==> src/rtl/kbd_xlat_pkg.sv <==
package kbd_xlat_pkg;
    parameter int SCAN_W = 8;
    parameter int CHAR_W = 7;

    localparam logic [SCAN_W-1:0] SC_EXT    = 8'hE0;
    localparam logic [SCAN_W-1:0] SC_REL    = 8'hF0;
    localparam logic [SCAN_W-1:0] SC_LSHIFT = 8'h12;
    localparam logic [SCAN_W-1:0] SC_RSHIFT = 8'h59;
    localparam logic [SCAN_W-1:0] SC_CTRL   = 8'h14;
    localparam logic [SCAN_W-1:0] SC_CAPS   = 8'h58;

    typedef enum logic [1:0] {
        ST_READY, ST_NEW_CODE, ST_TRANSLATE, ST_OUTPUT
    } seq_state_e;

    typedef struct packed {
        logic              hit;
        logic              fixed;
        logic              letter;
        logic [CHAR_W-1:0] base;
        logic [CHAR_W-1:0] upper;
    } key_info_t;

    typedef struct packed {
        seq_state_e        st;
        logic [SCAN_W-1:0] code;
        logic              ext;
        logic              rel;
        logic              sh_l;
        logic              sh_r;
        logic              ctl_l;
        logic              ctl_r;
        logic              caps;
        logic [CHAR_W-1:0] ascii;
        logic              fresh;
    } seq_regs_t;
endpackage

==> src/rtl/kbd_key_map.sv <==
module kbd_key_map
    import kbd_xlat_pkg::*;
(
    input  logic              ext,
    input  logic [SCAN_W-1:0] code,
    output key_info_t         info
);
    localparam int KEY_W = SCAN_W + 1;

    function automatic key_info_t mk(input logic [CHAR_W-1:0] b,
                                     input logic [CHAR_W-1:0] u,
                                     input logic l, input logic f);
        key_info_t k;
        k.hit = 1'b1; k.fixed = f; k.letter = l; k.base = b; k.upper = u;
        return k;
    endfunction

    function automatic key_info_t lt(input logic [CHAR_W-1:0] b);
        return mk(b, b ^ 7'h20, 1'b1, 1'b0);
    endfunction

    function automatic key_info_t sy(input logic [CHAR_W-1:0] b,
                                     input logic [CHAR_W-1:0] u);
        return mk(b, u, 1'b0, 1'b0);
    endfunction

    function automatic key_info_t fx(input logic [CHAR_W-1:0] b);
        return mk(b, b, 1'b0, 1'b1);
    endfunction

    logic [KEY_W-1:0] key;
    assign key = {ext, code};

    always_comb begin
        info = '0;
        case (key)
            9'h01C: info = lt(7'h61); 9'h032: info = lt(7'h62);
            9'h021: info = lt(7'h63); 9'h023: info = lt(7'h64);
            9'h024: info = lt(7'h65); 9'h02B: info = lt(7'h66);
            9'h034: info = lt(7'h67); 9'h033: info = lt(7'h68);
            9'h043: info = lt(7'h69); 9'h03B: info = lt(7'h6A);
            9'h042: info = lt(7'h6B); 9'h04B: info = lt(7'h6C);
            9'h03A: info = lt(7'h6D); 9'h031: info = lt(7'h6E);
            9'h044: info = lt(7'h6F); 9'h04D: info = lt(7'h70);
            9'h015: info = lt(7'h71); 9'h02D: info = lt(7'h72);
            9'h01B: info = lt(7'h73); 9'h02C: info = lt(7'h74);
            9'h03C: info = lt(7'h75); 9'h02A: info = lt(7'h76);
            9'h01D: info = lt(7'h77); 9'h022: info = lt(7'h78);
            9'h035: info = lt(7'h79); 9'h01A: info = lt(7'h7A);
            9'h016: info = sy(7'h31, 7'h21); 9'h01E: info = sy(7'h32, 7'h40);
            9'h026: info = sy(7'h33, 7'h23); 9'h025: info = sy(7'h34, 7'h24);
            9'h02E: info = sy(7'h35, 7'h25); 9'h036: info = sy(7'h36, 7'h5E);
            9'h03D: info = sy(7'h37, 7'h26); 9'h03E: info = sy(7'h38, 7'h2A);
            9'h046: info = sy(7'h39, 7'h28); 9'h045: info = sy(7'h30, 7'h29);
            9'h00E: info = sy(7'h60, 7'h7E); 9'h04E: info = sy(7'h2D, 7'h5F);
            9'h055: info = sy(7'h3D, 7'h2B); 9'h054: info = sy(7'h5B, 7'h7B);
            9'h05B: info = sy(7'h5D, 7'h7D); 9'h05D: info = sy(7'h5C, 7'h7C);
            9'h04C: info = sy(7'h3B, 7'h3A); 9'h052: info = sy(7'h27, 7'h22);
            9'h041: info = sy(7'h2C, 7'h3C); 9'h049: info = sy(7'h2E, 7'h3E);
            9'h04A: info = sy(7'h2F, 7'h3F); 9'h029: info = sy(7'h20, 7'h20);
            9'h066: info = fx(7'h08); 9'h00D: info = fx(7'h09);
            9'h05A: info = fx(7'h0D); 9'h076: info = fx(7'h1B);
            9'h171: info = fx(7'h7F);
            default: info = '0;
        endcase
    end
endmodule

==> src/rtl/kbd_char_sel.sv <==
module kbd_char_sel
    import kbd_xlat_pkg::*;
(
    input  key_info_t         info,
    input  logic              shift,
    input  logic              ctrl,
    input  logic              caps,
    output logic              emit,
    output logic [CHAR_W-1:0] char_out
);
    localparam int LOW_W = CHAR_W - 2;

    logic [CHAR_W-1:0] ctl_src;

    always_comb begin
        emit     = 1'b0;
        char_out = '0;
        ctl_src  = info.letter ? info.upper : info.base;
        if (info.hit) begin
            if (info.fixed) begin
                emit     = 1'b1;
                char_out = info.base;
            end else if (ctrl) begin
                if (ctl_src[CHAR_W-1 -: 2] == 2'b10) begin
                    emit     = 1'b1;
                    char_out = {2'b00, ctl_src[LOW_W-1:0]};
                end else if (info.upper[CHAR_W-1 -: 2] == 2'b10) begin
                    emit     = 1'b1;
                    char_out = {2'b00, info.upper[LOW_W-1:0]};
                end
            end else if (info.letter) begin
                emit     = 1'b1;
                char_out = (shift ^ caps) ? info.upper : info.base;
            end else begin
                emit     = 1'b1;
                char_out = shift ? info.upper : info.base;
            end
        end
    end
endmodule

==> src/rtl/kbd_seq.sv <==
module kbd_seq
    import kbd_xlat_pkg::*;
(
    input  logic              clk,
    input  logic              rst_n,
    input  logic              byte_vld,
    input  logic [SCAN_W-1:0] byte_in,
    input  logic              emit,
    input  logic [CHAR_W-1:0] char_in,
    output logic              look_ext,
    output logic [SCAN_W-1:0] look_code,
    output logic              shift,
    output logic              ctrl,
    output logic              caps,
    output logic [CHAR_W-1:0] ascii_code,
    output logic              ascii_new
);
    seq_regs_t q, d;

    always_comb begin
        d = q;
        case (q.st)
            ST_READY: begin
                if (byte_vld) begin
                    d.code  = byte_in;
                    d.fresh = 1'b0;
                    d.st    = ST_NEW_CODE;
                end
            end
            ST_NEW_CODE: begin
                if (q.code == SC_EXT) begin
                    d.ext = 1'b1;
                    d.st  = ST_READY;
                end else if (q.code == SC_REL) begin
                    d.rel = 1'b1;
                    d.st  = ST_READY;
                end else begin
                    d.st  = ST_TRANSLATE;
                end
            end
            ST_TRANSLATE: begin
                if (!q.ext && q.code == SC_LSHIFT) d.sh_l = !q.rel;
                if (!q.ext && q.code == SC_RSHIFT) d.sh_r = !q.rel;
                if (q.code == SC_CTRL) begin
                    if (q.ext) d.ctl_r = !q.rel;
                    else       d.ctl_l = !q.rel;
                end
                if (!q.ext && !q.rel && q.code == SC_CAPS) d.caps = !q.caps;
                if (emit && !q.rel) begin
                    d.ascii = char_in;
                    d.st    = ST_OUTPUT;
                end else begin
                    d.st    = ST_READY;
                end
                d.ext = 1'b0;
                d.rel = 1'b0;
            end
            ST_OUTPUT: begin
                d.fresh = 1'b1;
                d.st    = ST_READY;
            end
            default: d.st = ST_READY;
        endcase
    end

    always_ff @(posedge clk) begin
        if (!rst_n) q <= '0;
        else        q <= d;
    end

    assign look_ext   = q.ext;
    assign look_code  = q.code;
    assign shift      = q.sh_l | q.sh_r;
    assign ctrl       = q.ctl_l | q.ctl_r;
    assign caps       = q.caps;
    assign ascii_code = q.ascii;
    assign ascii_new  = q.fresh;


    flag_drop_chk: assert property (@(posedge clk) disable iff (!rst_n)
        (q.st == ST_READY && byte_vld) |=> !ascii_new);


    publish_chk: assert property (@(posedge clk) disable iff (!rst_n)
        (q.st == ST_OUTPUT) |=> (ascii_new && q.st == ST_READY));


    code_hold_chk: assert property (@(posedge clk) disable iff (!rst_n)
        (ascii_new && $past(ascii_new)) |-> $stable(ascii_code));


    release_quiet_chk: assert property (@(posedge clk) disable iff (!rst_n)
        (q.st == ST_TRANSLATE && q.rel) |=> (q.st == ST_READY && !ascii_new));


    busy_ignore_chk: assert property (@(posedge clk) disable iff (!rst_n)
        (q.st != ST_READY && q.st != ST_OUTPUT) |=> $stable(q.code));


    prefix_step_chk: assert property (@(posedge clk) disable iff (!rst_n)
        (q.st == ST_NEW_CODE && q.code == SC_EXT) |=> (q.ext && q.st == ST_READY));
endmodule

==> src/rtl/kbd_ascii_xlat.sv <==
module kbd_ascii_xlat
    import kbd_xlat_pkg::*;
(
    input  logic              clk,
    input  logic              rst_n,
    input  logic              byte_vld,
    input  logic [SCAN_W-1:0] byte_in,
    output logic [CHAR_W-1:0] ascii_code,
    output logic              ascii_new
);
    logic              look_ext;
    logic [SCAN_W-1:0] look_code;
    logic              shift, ctrl, caps, emit;
    logic [CHAR_W-1:0] char_sel;
    key_info_t         info;

    kbd_seq u_seq (
        .clk        (clk),
        .rst_n      (rst_n),
        .byte_vld   (byte_vld),
        .byte_in    (byte_in),
        .emit       (emit),
        .char_in    (char_sel),
        .look_ext   (look_ext),
        .look_code  (look_code),
        .shift      (shift),
        .ctrl       (ctrl),
        .caps       (caps),
        .ascii_code (ascii_code),
        .ascii_new  (ascii_new)
    );

    kbd_key_map u_map (
        .ext  (look_ext),
        .code (look_code),
        .info (info)
    );

    kbd_char_sel u_sel (
        .info     (info),
        .shift    (shift),
        .ctrl     (ctrl),
        .caps     (caps),
        .emit     (emit),
        .char_out (char_sel)
    );
endmodule

==> config.mk <==
export PLATFORM = sky130hd
export DESIGN_NAME = kbd_ascii_xlat
export DESIGN_NICKNAME = d
export VERILOG_FILES = /design/src/rtl/kbd_xlat_pkg.sv /design/src/rtl/kbd_key_map.sv /design/src/rtl/kbd_char_sel.sv /design/src/rtl/kbd_seq.sv /design/src/rtl/kbd_ascii_xlat.sv
export SDC_FILE = /design/constraint.sdc
export NUM_CORES = 1
export LEC_CHECK = 0
export BUFFER_PORTS_ARGS = -buffer_cell sky130_fd_sc_hd__buf_2
export CORE_MARGIN = 2
export CORE_UTILIZATION = 50
export DETAILED_ROUTE_END_ITERATION = 6
export GPL_ROUTABILITY_DRIVEN = 0
export HOLD_SLACK_MARGIN = 0.05
export PLACE_DENSITY = 0.7
export RECOVER_POWER = 100
export SLEW_MARGIN = 20
export SYNTH_ARGS = -nofsm -noshare
export SYNTH_HDL_FRONTEND = slang
export SYNTH_SLANG_ARGS = --single-unit
==> constraint.sdc <==
create_clock -name clk -period 2.8 [get_ports clk]
set_input_delay 0.14 -clock clk [delete_from_list [all_inputs] [get_ports clk]]
set_output_delay 0.14 -clock clk [all_outputs]
set_load 0.1 [all_outputs]
==> impl_metrics.toml <==
[grt]
overflow = 0
grt_pass1_vias = 3323
gr-usage-met3_pct = 8.26
gr-usage-met1_pct = 42.9
gr-usage-met2_pct = 47.9
grt.busiest_layer = "met2"
grt_pass1_wl_um = 16200
antenna_found_initial = 0
grt_max_degree = 35
grt_util_all_layers_pct = 32.0

[worst_setup_path]
crit_fanout = 10
path_cells = "buf_4 > and4b_4 > and3_1 > a221o_1 > nand3b_1 > or3_4 > a31oi_4 > mux2i_2 > o311a_1"
crit_path_top_delay_cell = "or3_4"
end_kind = "flop"
crit_required_ns = 2.98
crit_arrival_ns = 2.93
start_kind = "flop"
critPathMaxStageDelay_ns = 0.43
worstSetupPathType = "flop to flop"

[run_status]
outcome = "finished with violations"
violations = "DRC"

[clock_tree]
cts_tree = "yes"
cts_root_buf = "clkbuf_8"
cts_sinks = 25
cts_max_level = 1
worstSkewPairLatency_ns = 0.28
clkTransAtPathRegs_ns = 0.10
cts_buffers = 3
hold_buffers = 0
cts.path.max_buffers = 2

[job]
maxCapViolCount = 0

[power_and_ir_drop]
p_comb_share_pct = 60.4
ir_drop_v = 0.000420
power.share.clock_pct = 12.8
pwr-share-seq_pct = 26.8
powerDensity_nw_per_um2 = 505
p_sw_share_pct = 47.5
p_int_uw = 929
switchingPower_uw = 841
leakage_nw = 1.31

[drt]
drt_iter0_drc = 567
viasPerCell = 7.03
drtPass1Iterations = 7
wl_per_cell_um = 20.5
ant_nets = 0
wirelength_um = 10500
vias = 3615
route.detailed.drc = 57

[floorplan]
rows = 27
die_h_um = 79.8
start_util_pct = 51.8
core_um2 = 5540
boundaryPins = 19
design.die.area_um2 = 6360
die_w_um = 79.8

[placed_design]
io_buffers = 18
placed_area_um2 = 3280
dpl.cell_count = 506
dp_hpwl_um = 7610

[yosys]
yosysWarnings = 0
yosysUniqueCellTypes = 80
synth-edff-count = 0
synth_nets = 410
async_flop_share_pct = 0
synth_area_um2 = 2870
seq_area_frac_synth_pct = 17.4
ys.flop_type = "dfxtp_1"
synthesis.instances = 395
synth.avg_cell_area_um2 = 7.27
synth-seq-cells = 25

[worst_hold_path]
hold_path_class = "primary input to flop"

[cells_and_area]
mostFrequentLayoutCell = "buf_4"
nets = 458
antennaDiodeCount = 0
syn_to_final_growth_pct = 22.0
instances_no_fill = 514
final_cell_mix = "buf_4 (60), nand2_1 (40), a21oi_1 (30)"
final_util_pct = 63.2
drive_gt1_share_pct = 28.1
design_area_um2 = 3500

[timing]
max_freq_mhz = 363
finalCriticalPeriod_ns = 2.75
finalHoldViolCount = 0
fin_skew_ns = 0.00857
final.period_utilization_pct = 98.4
setup_viol = 0
slew_headroom_pct = 21.0
rsz0062_at_grt = "true"
worst_pin_slew_ns = 1.19
whs_ns = 0.0979
drv_slew = 0
## flip-flops by register name, indices dropped and copies added (netlist names)
name              cells
u_seq.look_code       8
u_seq.caps            1
u_seq.look_ext        1
u_seq.q               7
u_seq.ascii_code      7
u_seq.ascii_new       1
## what timing repair did
item | CTS | global route
setup buffers | 0 | 3
pin swaps | 0 | 6
gates resized for setup | 3 | 29
cloned | 0 | 1
endpoints found under the setup margin | 4 | 9
## area by class of cell
cell class | count | area, µm²
multi-input combinational | 325 | 2250
fill | 494 | 2040
timing repair buffer | 80 | 576
sequential | 25 | 510
tap | 72 | 90.1
clock buffer | 3 | 41.3
inverter | 8 | 30.0
clock inverter | 1 | 7.51
## power by group through the flow
stage / clock, mW / sequential [mW] / combinational (mW)
global placement: 0 / 0.473 / 0.947
finish: 0.227 / 0.474 / 1.07
CTS: 0.229 / 0.469 / 0.967
global route: 0.243 / 0.484 / 1.14
detailed placement: 0 / 0.476 / 0.960
floorplan: 0 / 0.453 / 0.669
## logic make-up after synthesis
group	count (synthesis)	share of synthesized area [%]
mux	5	1.74
xor+xnor	4	1.22
compound gates	120	29.8
flops	25	17.4
fa+ha+maj	4	1.74
simple gates	192	39.5
buf+inv	45	8.50
## path summary, 6_finish.rpt
kind,from,to,slack (ns),cells past startpoint
setup / recovery,u_seq.look_code[0],u_seq.ascii_code[2],0.05,9
hold / removal,byte_in[5],u_seq.look_code[5],0.1,3
setup reg to reg,u_seq.look_code[0],u_seq.ascii_code[2],0.05,9
hold reg to reg,u_seq.q[11],u_seq.q[11],0.51,2
## critical path, delay by kind of cell (launching register included)
kind / cells / cell delay [ns]
and+or+nand+nor: 4 / 1.11
DFF: 1 / 0.38
muxes: 1 / 0.11
AOI/OAI and AO/OA: 3 / 0.87
buffers and inverters: 1 / 0.19
## synthesized netlist by cell type (5+ instances only)
cell	count	area share (%)
nor2b_1	10	2.2
nor2_1	27	3.5
o22ai_1	6	1.3
a31oi_1	5	1.1
nor3b_1	5	1.3
a311oi_1	5	1.5
inv_1	8	1.0
buf_2	11	1.9
mux2i_1	5	1.7
a21oi_1	31	5.4
o21ai_0	18	3.1
nor4_1	6	1.3
buf_4	10	2.6
nor3_1	13	2.3
and3_1	6	1.3
nand2b_1	14	3.1
clkbuf_1	11	1.4
dfxtp_1	25	17
nand3_1	22	3.8
or3_1	5	1.1
nand2_1	40	5.2
a211oi_1	5	1.3
## metrics by stage
step	TNS, ns	power, mW	setup slack [ns]
2_1_floorplan	0	1.12	0.258
3_3_place_gp	0	1.42	0.0141
3_5_place_dp	-0.00264	1.44	-0.00264
4_1_cts	0	1.66	0.0192
5_1_grt	-0.0267	1.86	-0.0206
6_report	0	1.77	0.0452
## routing by layer
metal / share of wire [%] / wire length [µm]
met5: 0 / 0
met2: 42 / 4400
met4: 6.3 / 659
met1: 40 / 4220
met3: 12 / 1250
No activity file was read; power rests on OpenSTA's default activity.
